### config.mk
export PLATFORM = sky130hd
export DESIGN_NAME = sym_aligner
export DESIGN_NICKNAME = d
export VERILOG_FILES = /design/src/rtl/sa_pkg.sv /design/src/rtl/sa_history.sv /design/src/rtl/sa_matcher.sv /design/src/rtl/sa_slicer.sv /design/src/rtl/sa_lockctl.sv /design/src/rtl/sym_aligner.sv
export SDC_FILE = /design/constraint.sdc
export NUM_CORES = 1
export LEC_CHECK = 0
export BUFFER_PORTS_ARGS = -buffer_cell sky130_fd_sc_hd__buf_4
export CAP_MARGIN = 20
export CORE_ASPECT_RATIO = 0.75
export CORE_MARGIN = 3
export CORE_UTILIZATION = 50
export DETAILED_ROUTE_END_ITERATION = 8
export GPL_TIMING_DRIVEN = 1
export PLACE_DENSITY_LB_ADDON = 0.3
export SYNTH_ARGS = -nofsm -noshare
export SYNTH_HDL_FRONTEND = slang
export SYNTH_SLANG_ARGS = --single-unit
### constraint.sdc
create_clock -name clk -period 2.5 [get_ports clk]
set_input_delay 0.75 -clock clk [delete_from_list [all_inputs] [get_ports clk]]
set_output_delay 0.75 -clock clk [all_outputs]
set_load 0.02 [all_outputs]
### src/rtl/sa_pkg.sv
package sa_pkg;
  typedef enum logic {
    SA_SEARCH = 1'b0,
    SA_LOCK   = 1'b1
  } sa_state_e;
endpackage

### src/rtl/sa_history.sv
// Shift register of the last NG groups, oldest group in the top bits.
module sa_history #(
  parameter int GW = 5,
  parameter int NG = 2
) (
  input  logic               clk,
  input  logic               rst,
  input  logic               shift,
  input  logic [GW-1:0]      din,
  output logic [NG*GW-1:0]   hist
);
  localparam int HW = NG * GW;

  generate
    if (NG == 1) begin : g_one
      always_ff @(posedge clk) begin
        if (rst)        hist <= '0;
        else if (shift) hist <= din;
      end
    end else begin : g_many
      always_ff @(posedge clk) begin
        if (rst)        hist <= '0;
        else if (shift) hist <= {hist[HW-GW-1:0], din};
      end
    end
  endgenerate
endmodule

### src/rtl/sa_matcher.sv
// Tests the delimiter pair at every bit offset of the window; lowest offset wins.
module sa_matcher #(
  parameter int                 GW    = 5,
  parameter int                 WIN_W = 15,
  parameter int                 PW    = 10,
  parameter logic [PW-1:0]      PAIR  = 10'b1100010001,
  parameter int                 OFS_W = 3
) (
  input  logic [WIN_W-1:0]  win,
  output logic              hit,
  output logic [OFS_W-1:0]  hit_ofs
);
  logic [GW-1:0] hits;

  genvar s;
  generate
    for (s = 0; s < GW; s++) begin : g_ofs
      assign hits[s] = (win[WIN_W-1-s -: PW] == PAIR);
    end
  endgenerate

  always_comb begin
    hit_ofs = '0;
    for (int k = GW - 1; k >= 0; k--) begin
      if (hits[k]) hit_ofs = OFS_W'(k);
    end
  end

  assign hit = |hits;
endmodule

### src/rtl/sa_slicer.sv
// Picks the GW-bit group starting at the selected offset of the window.
module sa_slicer #(
  parameter int GW    = 5,
  parameter int WIN_W = 15,
  parameter int OFS_W = 3
) (
  input  logic [WIN_W-1:0] win,
  input  logic [OFS_W-1:0] sel,
  output logic [GW-1:0]    grp
);
  logic [GW-1:0] cand [GW];

  genvar s;
  generate
    for (s = 0; s < GW; s++) begin : g_cand
      assign cand[s] = win[WIN_W-1-s -: GW];
    end
  endgenerate

  always_comb begin
    grp = cand[0];
    for (int k = 1; k < GW; k++) begin
      if (sel == OFS_W'(k)) grp = cand[k];
    end
  end
endmodule

### src/rtl/sa_lockctl.sv
// Search/lock state, idle-run release and registered aligned output.
module sa_lockctl
  import sa_pkg::*;
#(
  parameter int            GW       = 5,
  parameter int            OFS_W    = 3,
  parameter logic [GW-1:0] IDLE_GRP = 5'b11111,
  parameter int            IDLE_RUN = 2
) (
  input  logic              clk,
  input  logic              rst,
  input  logic              in_vld,
  input  logic              resync,
  input  logic              hit,
  input  logic [OFS_W-1:0]  hit_ofs,
  input  logic [GW-1:0]     aligned,
  output logic [OFS_W-1:0]  sel_ofs,
  output logic [GW-1:0]     out_grp,
  output logic              out_vld,
  output logic              locked,
  output logic [OFS_W-1:0]  offset
);
  localparam int CNT_W = $clog2(IDLE_RUN + 1);

  sa_state_e        state;
  logic [CNT_W-1:0] idle_cnt;

  assign locked  = (state == SA_LOCK);
  assign sel_ofs = locked ? offset : hit_ofs;

  always_ff @(posedge clk) begin
    if (rst) begin
      state    <= SA_SEARCH;
      out_grp  <= '0;
      out_vld  <= 1'b0;
      offset   <= '0;
      idle_cnt <= '0;
    end else begin
      out_vld <= 1'b0;
      if (resync) begin
        state    <= SA_SEARCH;
        idle_cnt <= '0;
      end else if (in_vld) begin
        if (state == SA_SEARCH) begin
          if (hit) begin
            state    <= SA_LOCK;
            offset   <= hit_ofs;
            out_grp  <= aligned;
            out_vld  <= 1'b1;
            idle_cnt <= '0;
          end
        end else begin
          out_grp <= aligned;
          out_vld <= 1'b1;
          if (aligned == IDLE_GRP) begin
            if (idle_cnt == CNT_W'(IDLE_RUN - 1)) begin
              state    <= SA_SEARCH;
              idle_cnt <= '0;
            end else begin
              idle_cnt <= idle_cnt + 1'b1;
            end
          end else begin
            idle_cnt <= '0;
          end
        end
      end
    end
  end
endmodule

### src/rtl/sym_aligner.sv
module sym_aligner #(
  parameter int                    GRP_W    = 5,
  parameter logic [2*GRP_W-1:0]    PAIR     = 10'b1100010001,
  parameter logic [GRP_W-1:0]      IDLE_GRP = 5'b11111,
  parameter int                    IDLE_RUN = 2
) (
  input  logic                       clk,
  input  logic                       rst,
  input  logic [GRP_W-1:0]           grp_in,
  input  logic                       grp_in_vld,
  input  logic                       resync_req,
  output logic [GRP_W-1:0]           sym_out,
  output logic                       sym_out_vld,
  output logic                       sym_locked,
  output logic [$clog2(GRP_W)-1:0]   det_ofs
);
  localparam int PW    = 2 * GRP_W;
  localparam int HW    = 2 * GRP_W;
  localparam int WIN_W = HW + GRP_W;
  localparam int OFS_W = $clog2(GRP_W);

  logic [HW-1:0]    hist;
  logic [WIN_W-1:0] win;
  logic             hit;
  logic [OFS_W-1:0] hit_ofs;
  logic [OFS_W-1:0] sel_ofs;
  logic [GRP_W-1:0] aligned;

  assign win = {hist, grp_in};

  sa_history #(.GW(GRP_W), .NG(2)) u_hist (
    .clk(clk), .rst(rst), .shift(grp_in_vld), .din(grp_in), .hist(hist)
  );

  sa_matcher #(.GW(GRP_W), .WIN_W(WIN_W), .PW(PW), .PAIR(PAIR), .OFS_W(OFS_W)) u_match (
    .win(win), .hit(hit), .hit_ofs(hit_ofs)
  );

  sa_slicer #(.GW(GRP_W), .WIN_W(WIN_W), .OFS_W(OFS_W)) u_slice (
    .win(win), .sel(sel_ofs), .grp(aligned)
  );

  sa_lockctl #(.GW(GRP_W), .OFS_W(OFS_W), .IDLE_GRP(IDLE_GRP), .IDLE_RUN(IDLE_RUN)) u_ctl (
    .clk(clk), .rst(rst), .in_vld(grp_in_vld), .resync(resync_req),
    .hit(hit), .hit_ofs(hit_ofs), .aligned(aligned), .sel_ofs(sel_ofs),
    .out_grp(sym_out), .out_vld(sym_out_vld), .locked(sym_locked), .offset(det_ofs)
  );
endmodule

After elaboration in Yosys (flattened, before gate mapping)
Index checks and enable logic that the tools add are counted.
- register bits: 22
- bits of input ports: 9
- output and inout bits: 10
- word-level logic and storage cells: 49
- $add $sub $neg: 1
- equality and inequality tests: 11
- muxes and demuxes: 21
- bitwise logic cells: 3
- reductions and logical operators: 7
- operator list (cell ; number):
    10-bit == test (second input constant) ; 5
    5-bit 2-to-1 mux ; 6
    3-bit 2-to-1 mux ; 6
    2-bit 2-to-1 mux ; 4
    3-bit by 2-bit == test with 1-bit output (second input constant) ; 2
    5-bit == test (second input constant) ; 1
    1-bit 2-to-1 mux ; 5
    5-bit OR reduction ; 1
    4-bit AND reduction ; 1
    3-bit by 1-bit == test with 1-bit output (second input constant) ; 1
    3-bit == test (second input constant) ; 1
    1-bit NOT ; 3
    3-bit AND reduction ; 1
    3-bit OR reduction ; 1
    2-bit by 1-bit adder with 2-bit output (second input constant) ; 1
    2-bit by 1-bit == test with 1-bit output (second input constant) ; 1
    2-bit AND reduction ; 1
    2-bit nonzero test ; 1
    2-bit OR reduction ; 1

Longest topological paths before layout
Gate-level depths: netlist (run 1).
- depth after elaboration: 15
- mapped depth: 9

Hierarchy
Synthesis (run 1) repeated with hierarchy kept, for this count alone.
- cells, all modules: 153
- area total of the unflattened synthesis: 1412.6 µm²
- by module, submodules not included (module ; instances ; cells each ; area an instance (µm²)):
    sa_lockctl ; 1 ; 54 ; 550.5
    sa_slicer ; 1 ; 46 ; 370.4
    sa_history ; 1 ; 32 ; 352.8
    sa_matcher ; 1 ; 21 ; 138.9

Least setup slack after synthesis (run 1)
No wires, ideal clock.
- kind: input port to flip-flop
- start: input port grp_in[2]
- end: register u_ctl.state, in the netlist u_ctl.locked
- arrival time: 2.180 ns
- required time: 2.380 ns
- slack: 0.200 ns
- stages: 7
- path buffers: 0
- path through: nor4b_2 -> nand4_2 -> o21ai_4 -> nand3_1 -> a31oi_2 -> o211ai_2 -> o31a_1
- word-level cells in the longest chain between the ends: 15
- elaborated cells on any way between the ends: 21
- those cells by class: eq/ne: 7; mux: 13; reduce/logical: 1
- RTL lines (item ; RTL line ; RTL):
    start: declaration ; sym_aligner.sv:9 ; input logic [GRP_W-1:0] grp_in,
    10-bit == test ; sa_matcher.sv:18 ; assign hits[s] = (win[WIN_W-1-s -: PW] == PAIR);
    3-bit 2-to-1 mux (5 in series) ; sa_matcher.sv:25 ; if (hits[k]) hit_ofs = OFS_W'(k);
    3-bit 2-to-1 mux ; sa_lockctl.sv:29 ; assign sel_ofs = locked ? offset : hit_ofs;
    3-bit by 1-bit == test with 1-bit output ; sa_slicer.sv:23 ; if (sel == OFS_W'(k)) grp = cand[k];
    5-bit 2-to-1 mux (4 in series) ; sa_slicer.sv:23 ;
    5-bit == test ; sa_lockctl.sv:55 ; if (aligned == IDLE_GRP) begin
    1-bit 2-to-1 mux ; sa_lockctl.sv:55 ;
    1-bit 2-to-1 mux (*) ; sa_lockctl.sv:44 ; if (state == SA_SEARCH) begin
    end signal: assignment ; sa_lockctl.sv:41 ; state <= SA_SEARCH;
    end signal: assignment ; sa_lockctl.sv:46 ; state <= SA_LOCK;
    end signal: assignment ; sa_lockctl.sv:57 ; state <= SA_SEARCH;
    end: declaration ; sa_lockctl.sv:25 ; sa_state_e state;
Mark *: on every way between the ends. The rest lies on a longest branch, timed or not.
A chain may end at the register's enable or synchronous reset.

Worst setup path after layout (run 1)
- start: input port grp_in[4]
- end: register u_ctl.state, in the netlist u_ctl.locked
The elaborated chain is that of the path after synthesis.

==> flow_metrics.env, run 1 <==
export IMPL_timing_hold_ws_ps=507
export IMPL_wl_per_cell_um=17.2
export IMPL_cts_buffers=3
export IMPL_async_reset_ff_share_pct=0
export IMPL_cp_slowest_cell="nor4bb_1"
export IMPL_dp_hpwl_mm=2.79
export IMPL_final_period_utilization_pct=95.0
export IMPL_synth_fp_nets=174
export IMPL_htree_num_levels=1
export IMPL_maxCapViolCount=0
export IMPL_dieHeight_um=53.3
export IMPL_routed_wl_mm=3.86
export IMPL_crit_type="in -> reg"
export IMPL_synthTopCellsByCount="nor2_1 (24), dfxtp_1 (22), mux2i_1 (17)"
export IMPL_report_final_hold_viol_count=0
export IMPL_slew_headroom_pct=68.0
export IMPL_syn_instance_count=165
export IMPL_area_growth_pct=20.6
export IMPL_ioPinCount=19
export IMPL_gp_congestion=0.927
export IMPL_ys_ff_latch=22
export IMPL_ys_flop_type="dfxtp_1"
export IMPL_ant_nets=0
export IMPL_start_util_pct=54.7
export IMPL_nNetsFinal=199
export IMPL_post_cts_buffers=0
export IMPL_dp_cells=220
export IMPL_clk_path_buf_depth=2
export IMPL_clkLatencyLatePin_ps=280
export IMPL_worst_pin_slew_ps=479
export IMPL_vias=1386
export IMPL_end_kind="register"
export IMPL_finalSetupTns_ps=0
export IMPL_synth_top_area_share_pct=29.6
export IMPL_stdcell_count=225
export IMPL_grt_pass1_vias=1315
export IMPL_portBuffers=18
export IMPL_setup_viol=0
export IMPL_fin_ws_ps=125
export IMPL_slowest_delay_ps=320
export IMPL_dieArea_um2=3680
export IMPL_arrival_ps=2550
export IMPL_drc=0
export IMPL_synthTopCellsByArea="dfxtp_1 (30%), mux2i_1 (11%), nor2_1 (6.1%)"
export IMPL_crit_family="simple AND/OR/NAND/NOR gates"
export IMPL_cp_max_fo=5
export IMPL_hold_class="reg -> reg"
export IMPL_grt_start_max_net_pins=21
export IMPL_leakage_nw=0.734
export IMPL_antenna_found_initial=0
export IMPL_pre_cts_ws_ps=-165
export IMPL_hp_start="u_ctl.out_grp[2]$_SDFFE_PP0P_"
export IMPL_diodes=0
export IMPL_grt_pass1_wl_mm=6.55
export IMPL_netlist_area_um2=1490
export IMPL_power_density_nw_per_um2=439
export IMPL_numClockSinks=22
export IMPL_report_final_slew_viol_count=0
export IMPL_syn_area_per_cell_um2=9.02
export IMPL_reg2reg_from="u_hist.hist[2]$_SDFFE_PP0P_"
export IMPL_yosysMostFrequentCell="nor2_1"
export IMPL_cts_tree="yes"
export IMPL_rows=16
export IMPL_max_freq_mhz=421
export IMPL_design_core_area_um2=2720
export IMPL_viasPerCell=6.16
export IMPL_path_cells="buf_4, nor4bb_1, nand4_1, buf_4, a31oi_1, o211ai_1, nand4_1, o211ai_2, o31a_1"
export IMPL_crit_start="grp_in[4]"
export IMPL_ctsRootBufferMaster="clkbuf_8"
export IMPL_ctsHoldBuffers=0
export IMPL_drive_above_1_share_pct=31.7
export IMPL_crit_buf_inv=2
export IMPL_synth_edf_count=0
export IMPL_crit_required_ps=2670
export IMPL_ys_seq_area_share_pct=29.6
export IMPL_ys_types=52
export IMPL_synth_largest_area_cell="dfxtp_1"
export IMPL_grt_usage_pct=22.1
export IMPL_cts_clk_slew_worst_paths_ps=90
export IMPL_status="completed"
export IMPL_die_x_um=69.0
export IMPL_finClkSkew_ps=4.48
export IMPL_overflow=0
export IMPL_yosysWarnings=0
export IMPL_startpoint_type="input pin"
export IMPL_drt_iter0_markers=106
export IMPL_drt_pass1_iter_count=4
export IMPL_ir_drop_mv=0.275
export IMPL_period_minus_slack_ps=2380
==> power breakdown <==
part / total [W] / internal [W] / switching, W
registers: 0.000377 / 0.000358 / 0.0000194
logic: 0.0000644 / 0.0000316 / 0.0000328
clock network: 0.000346 / 0.000215 / 0.000132
total: 0.000788 / 0.000604 / 0.000184
==> final cells by class <==
type | count | area (um^2)
Clock buffer | 3 | 41.3
Clock inverter | 1 | 30.0
Fill cell | 236 | 927
Inverter | 3 | 11.3
Multi-Input combinational cell | 131 | 1010
Sequential cell | 22 | 442
Tap cell | 36 | 45.0
Timing Repair Buffer | 29 | 218
==> sequential cells by signal, summed over array words and instances (netlist names) <==
register and flops:
u_hist.hist 10, u_ctl.out_grp 5, u_ctl.offset 3, u_ctl.idle_cnt 2, u_ctl.locked 1, u_ctl.out_vld 1
==> cells in the final DEF, fill, tap and decap left out, drive strengths merged, types with 4 or more instances in the layout <==
cell    instances
a21boi          4
a21oi           6
buf            29
dfxtp          22
mux2i          17
nand2           7
nand3           6
nand4          10
nor2           24
nor3            6
nor3b           4
o211ai          6
o21ai           6
==> metrics by stage <==
step	util, %	total power [W]	instance area [um^2]
6_report	65.9	0.000788	1800
4_1_cts	64.7	0.000788	1760
3_5_place_dp	62.1	0.000446	1690
5_1_grt	65.9	0.000818	1800
2_1_floorplan	-	0.000425	1490
3_3_place_gp	62.1	0.000445	1690
==> worst reg2reg max path, delay by kind of cell, from the launching register on <==
| family | cells | cell delay [ps] |
|---|---|---|
| flip-flops | 1 | 590 |
| AO/OA/AOI/OAI | 4 | 850 |
| AND/OR/NAND/NOR | 2 | 520 |
| multiplexers | 1 | 290 |
==> what timing repair did <==
item	CTS	global route
resized for setup	0	5
hold endpoints to repair	0	0
setup endpoints to repair	0	3
==> final timing paths <==
check                           slack (ps)  depth (start not counted)                             to
worst max-delay path                   120                          9      u_ctl.locked$_SDFFE_PP0P_
worst min-delay path                   510                          2  u_ctl.out_grp[2]$_SDFFE_PP0P_
worst max register to register         140                          7      u_ctl.locked$_SDFFE_PP0P_
worst min register to register         510                          2  u_ctl.out_grp[2]$_SDFFE_PP0P_
==> layer usage <==
metal  up-vias  share of wire (%)  global-route usage [%]
met5         -                  0                       0
met4         0               0.54                    4.55
met3         5                8.5                    7.02
met2        59                 45                    36.2
met1       647                 46                    28.6
li1        675                  -                       -
==> kinds of logic after synthesis <==
family	Yosys count	share of synthesized area, %
mux	18	12.4
compound gates	39	21.8
buf+inv	13	4.87
simple gates	73	31.3
flops	22	29.6
(Power assumes the default switching activity.)
==> run 2, diff against run 1 <==
Clock period 2.5 ns to 2.6 ns, I/O delays scaled along.
==> run 2 against run 1 <==
Final area down 2.7%. Global-route usage is 0.56 points lower. Combinational power decreased by 4.0%. Register-to-register slack gained 90 ps. Critical path depth is 1 lower. First-iteration DRC count is 12% higher. Clock power shrank 5.8%. Critical endpoint unchanged. Largest cell class unchanged. Largest power group unchanged.
==> flow_metrics.env, run 2 (synthesized netlist as in run 1, its figures left out) <==
export IMPL_overflow=0
export IMPL_grt_usage_pct=21.5
export IMPL_finClkSkew_ps=4.67
export IMPL_regMostFlops="u_hist.hist"
export IMPL_antenna_found_initial=0
export IMPL_portBuffers=18
export IMPL_report_final_slew_viol_count=0
export IMPL_report_final_hold_viol_count=0
export IMPL_hold_class="reg -> reg"
export IMPL_layout_common_cells="buf_4 (27), nor2_1 (24), dfxtp_1 (22), mux2i_1 (17), nand4_1 (8)"
export IMPL_drt_pass1_iter_count=4
export IMPL_numClockSinks=22
export IMPL_ctsHoldBuffers=0
export IMPL_clkLatencyLatePin_ps=270
export IMPL_ctsRootBufferMaster="clkbuf_8"
export IMPL_diodes=0
export IMPL_r2r_end="u_ctl.locked$_SDFFE_PP0P_"
export IMPL_timing_hold_ws_ps=501
export IMPL_design_core_area_um2=2720
export IMPL_cts_tree="yes"
export IMPL_dieHeight_um=53.3
export IMPL_ant_nets=0
export IMPL_path_cells="buf_4, nor4b_2, nand4_2, o21ai_4, nand3_1, a31oi_2, o211ai_2, o31a_1"
export IMPL_final_common_cell="buf_4"
export IMPL_die_x_um=69.0
export IMPL_cts_clk_slew_worst_paths_ps=80
export IMPL_cts_resized_gates=0
export IMPL_drt_iter0_markers=119
export IMPL_endpoint="u_ctl.locked$_SDFFE_PP0P_"
export IMPL_end_kind="register"
export IMPL_grt_pass1_vias=1273
export IMPL_use_met3_pct=6.45
export IMPL_crit_buf_inv=1
export IMPL_arrival_ps=2630
export IMPL_drc=0
export IMPL_finalSetupTns_ps=0
export IMPL_largest_reg_flops=10
export IMPL_post_cts_buffers=0
export IMPL_rows=16
export IMPL_drive_above_1_share_pct=29.6
export IMPL_leakage_nw=0.708
export IMPL_cp_slowest_cell="nor4b_2"
export IMPL_area_growth_pct=17.3
export IMPL_largest_registers="u_hist.hist: 10 flops, u_ctl.out_grp: 5 flops, u_ctl.offset: 3 flops"
export IMPL_cts_buffers=3
export IMPL_max_freq_mhz=406
export IMPL_power_density_nw_per_um2=429
export IMPL_maxCapViolCount=0
export IMPL_met2_usage_pct=31.3
export IMPL_r2r_setup_slack_ps=230
export IMPL_grt_busiest_layer="met2"
export IMPL_global_route_usage_met1_pct=30.8
export IMPL_wl_per_cell_um=17.1
export IMPL_dieArea_um2=3680
export IMPL_crit_required_ps=2760
export IMPL_cp_max_fo=9
export IMPL_final_period_utilization_pct=94.8
export IMPL_ir_drop_mv=0.233
export IMPL_clk_path_buf_depth=2
export IMPL_crit_start="grp_in[2]"
export IMPL_crit_type="in -> reg"
export IMPL_ioPinCount=19
export IMPL_routed_wl_mm=3.80
export IMPL_rsz0062_at_grt="no"
export IMPL_nNetsFinal=196
export IMPL_path_depth=8
export IMPL_startpoint_type="input pin"
export IMPL_reg2reg_from="u_hist.hist[2]$_SDFFE_PP0P_"
export IMPL_final_area_um2=1750
export IMPL_htree_num_levels=1
export IMPL_vias=1392
export IMPL_slew_headroom_pct=71.2
export IMPL_ff2ff_path_depth=7
export IMPL_start_util_pct=54.7
export IMPL_dp_hpwl_mm=2.84
export IMPL_grt_start_max_net_pins=21
export IMPL_crit_family="compound AO/OA/AOI/OAI gates"
export IMPL_viasPerCell=6.27
export IMPL_status="completed"
export IMPL_gp_congestion=1.01
export IMPL_setup_viol=0
export IMPL_grt_pass1_wl_mm=6.33
export IMPL_worst_pin_slew_ps=432
export IMPL_fill_cells=230
export IMPL_period_minus_slack_ps=2460
export IMPL_slowest_delay_ps=330
export IMPL_placed_area_um2=1680
run 2: final cells by class:
type                    count  area [um^2]  share of cell area (%)
well taps                  36         45.0                    2.58
multi-input cells         130          976                    55.9
inverters                   3         11.3                   0.645
flip-flops and latches     22          440                    25.2
clock inverters             1         30.0                    1.72
repair buffers             27          203                    11.6
clock buffers               3         41.3                    2.36
run 2: where the power goes:
part           internal, W  switching (W)  total (W)
clock network     0.000206       0.000120   0.000326
logic            0.0000302      0.0000316  0.0000618
registers         0.000344      0.0000174   0.000361
total             0.000580       0.000169   0.000749
run 2: metal layers:
metal / up-vias / part of all wire (%) / wire length, um
li1: 671 / - / -
met1: 662 / 51 / 1920
met2: 56 / 42 / 1580
met3: 3 / 7.3 / 279
met4: 0 / 0.42 / 16
met5: - / 0 / 0
run 2: worst min-delay path by stage:
stage / endpoint / cells past startpoint / startpoint
floorplan: u_ctl.idle_cnt[0]$_SDFFE_PP0P_ / 2 / u_ctl.idle_cnt[0]$_SDFFE_PP0P_
global placement: u_ctl.out_grp[4]$_SDFFE_PP0P_ / 2 / u_ctl.out_grp[4]$_SDFFE_PP0P_
detailed placement: u_ctl.out_grp[3]$_SDFFE_PP0P_ / 2 / u_ctl.out_grp[3]$_SDFFE_PP0P_
CTS: u_ctl.out_grp[3]$_SDFFE_PP0P_ / 2 / u_ctl.out_grp[3]$_SDFFE_PP0P_
global route: u_ctl.out_grp[3]$_SDFFE_PP0P_ / 2 / u_ctl.out_grp[3]$_SDFFE_PP0P_
finish: u_ctl.out_grp[3]$_SDFFE_PP0P_ / 2 / u_ctl.out_grp[3]$_SDFFE_PP0P_
run 2: worst register-to-register path, delay by kind of cell (launching register included):
kind             cells  cell delay [ps]
multiplexers         1              290
AO/OA/AOI/OAI        3              690
AND/OR/NAND/NOR      3              710
flip-flops           1              570
run 2: metrics by stage:
stage | cells | total power [W] | utilization (%) | setup slack (ps)
global route | 222 | 0.000773 | 64.2 | 41.4
CTS | 222 | 0.000754 | 64.2 | 162
floorplan | 165 | 0.000408 | - | 270
detailed placement | 218 | 0.000429 | 61.5 | -127
finish | 222 | 0.000749 | 64.2 | 136
global placement | 218 | 0.000428 | 61.5 | -95.8
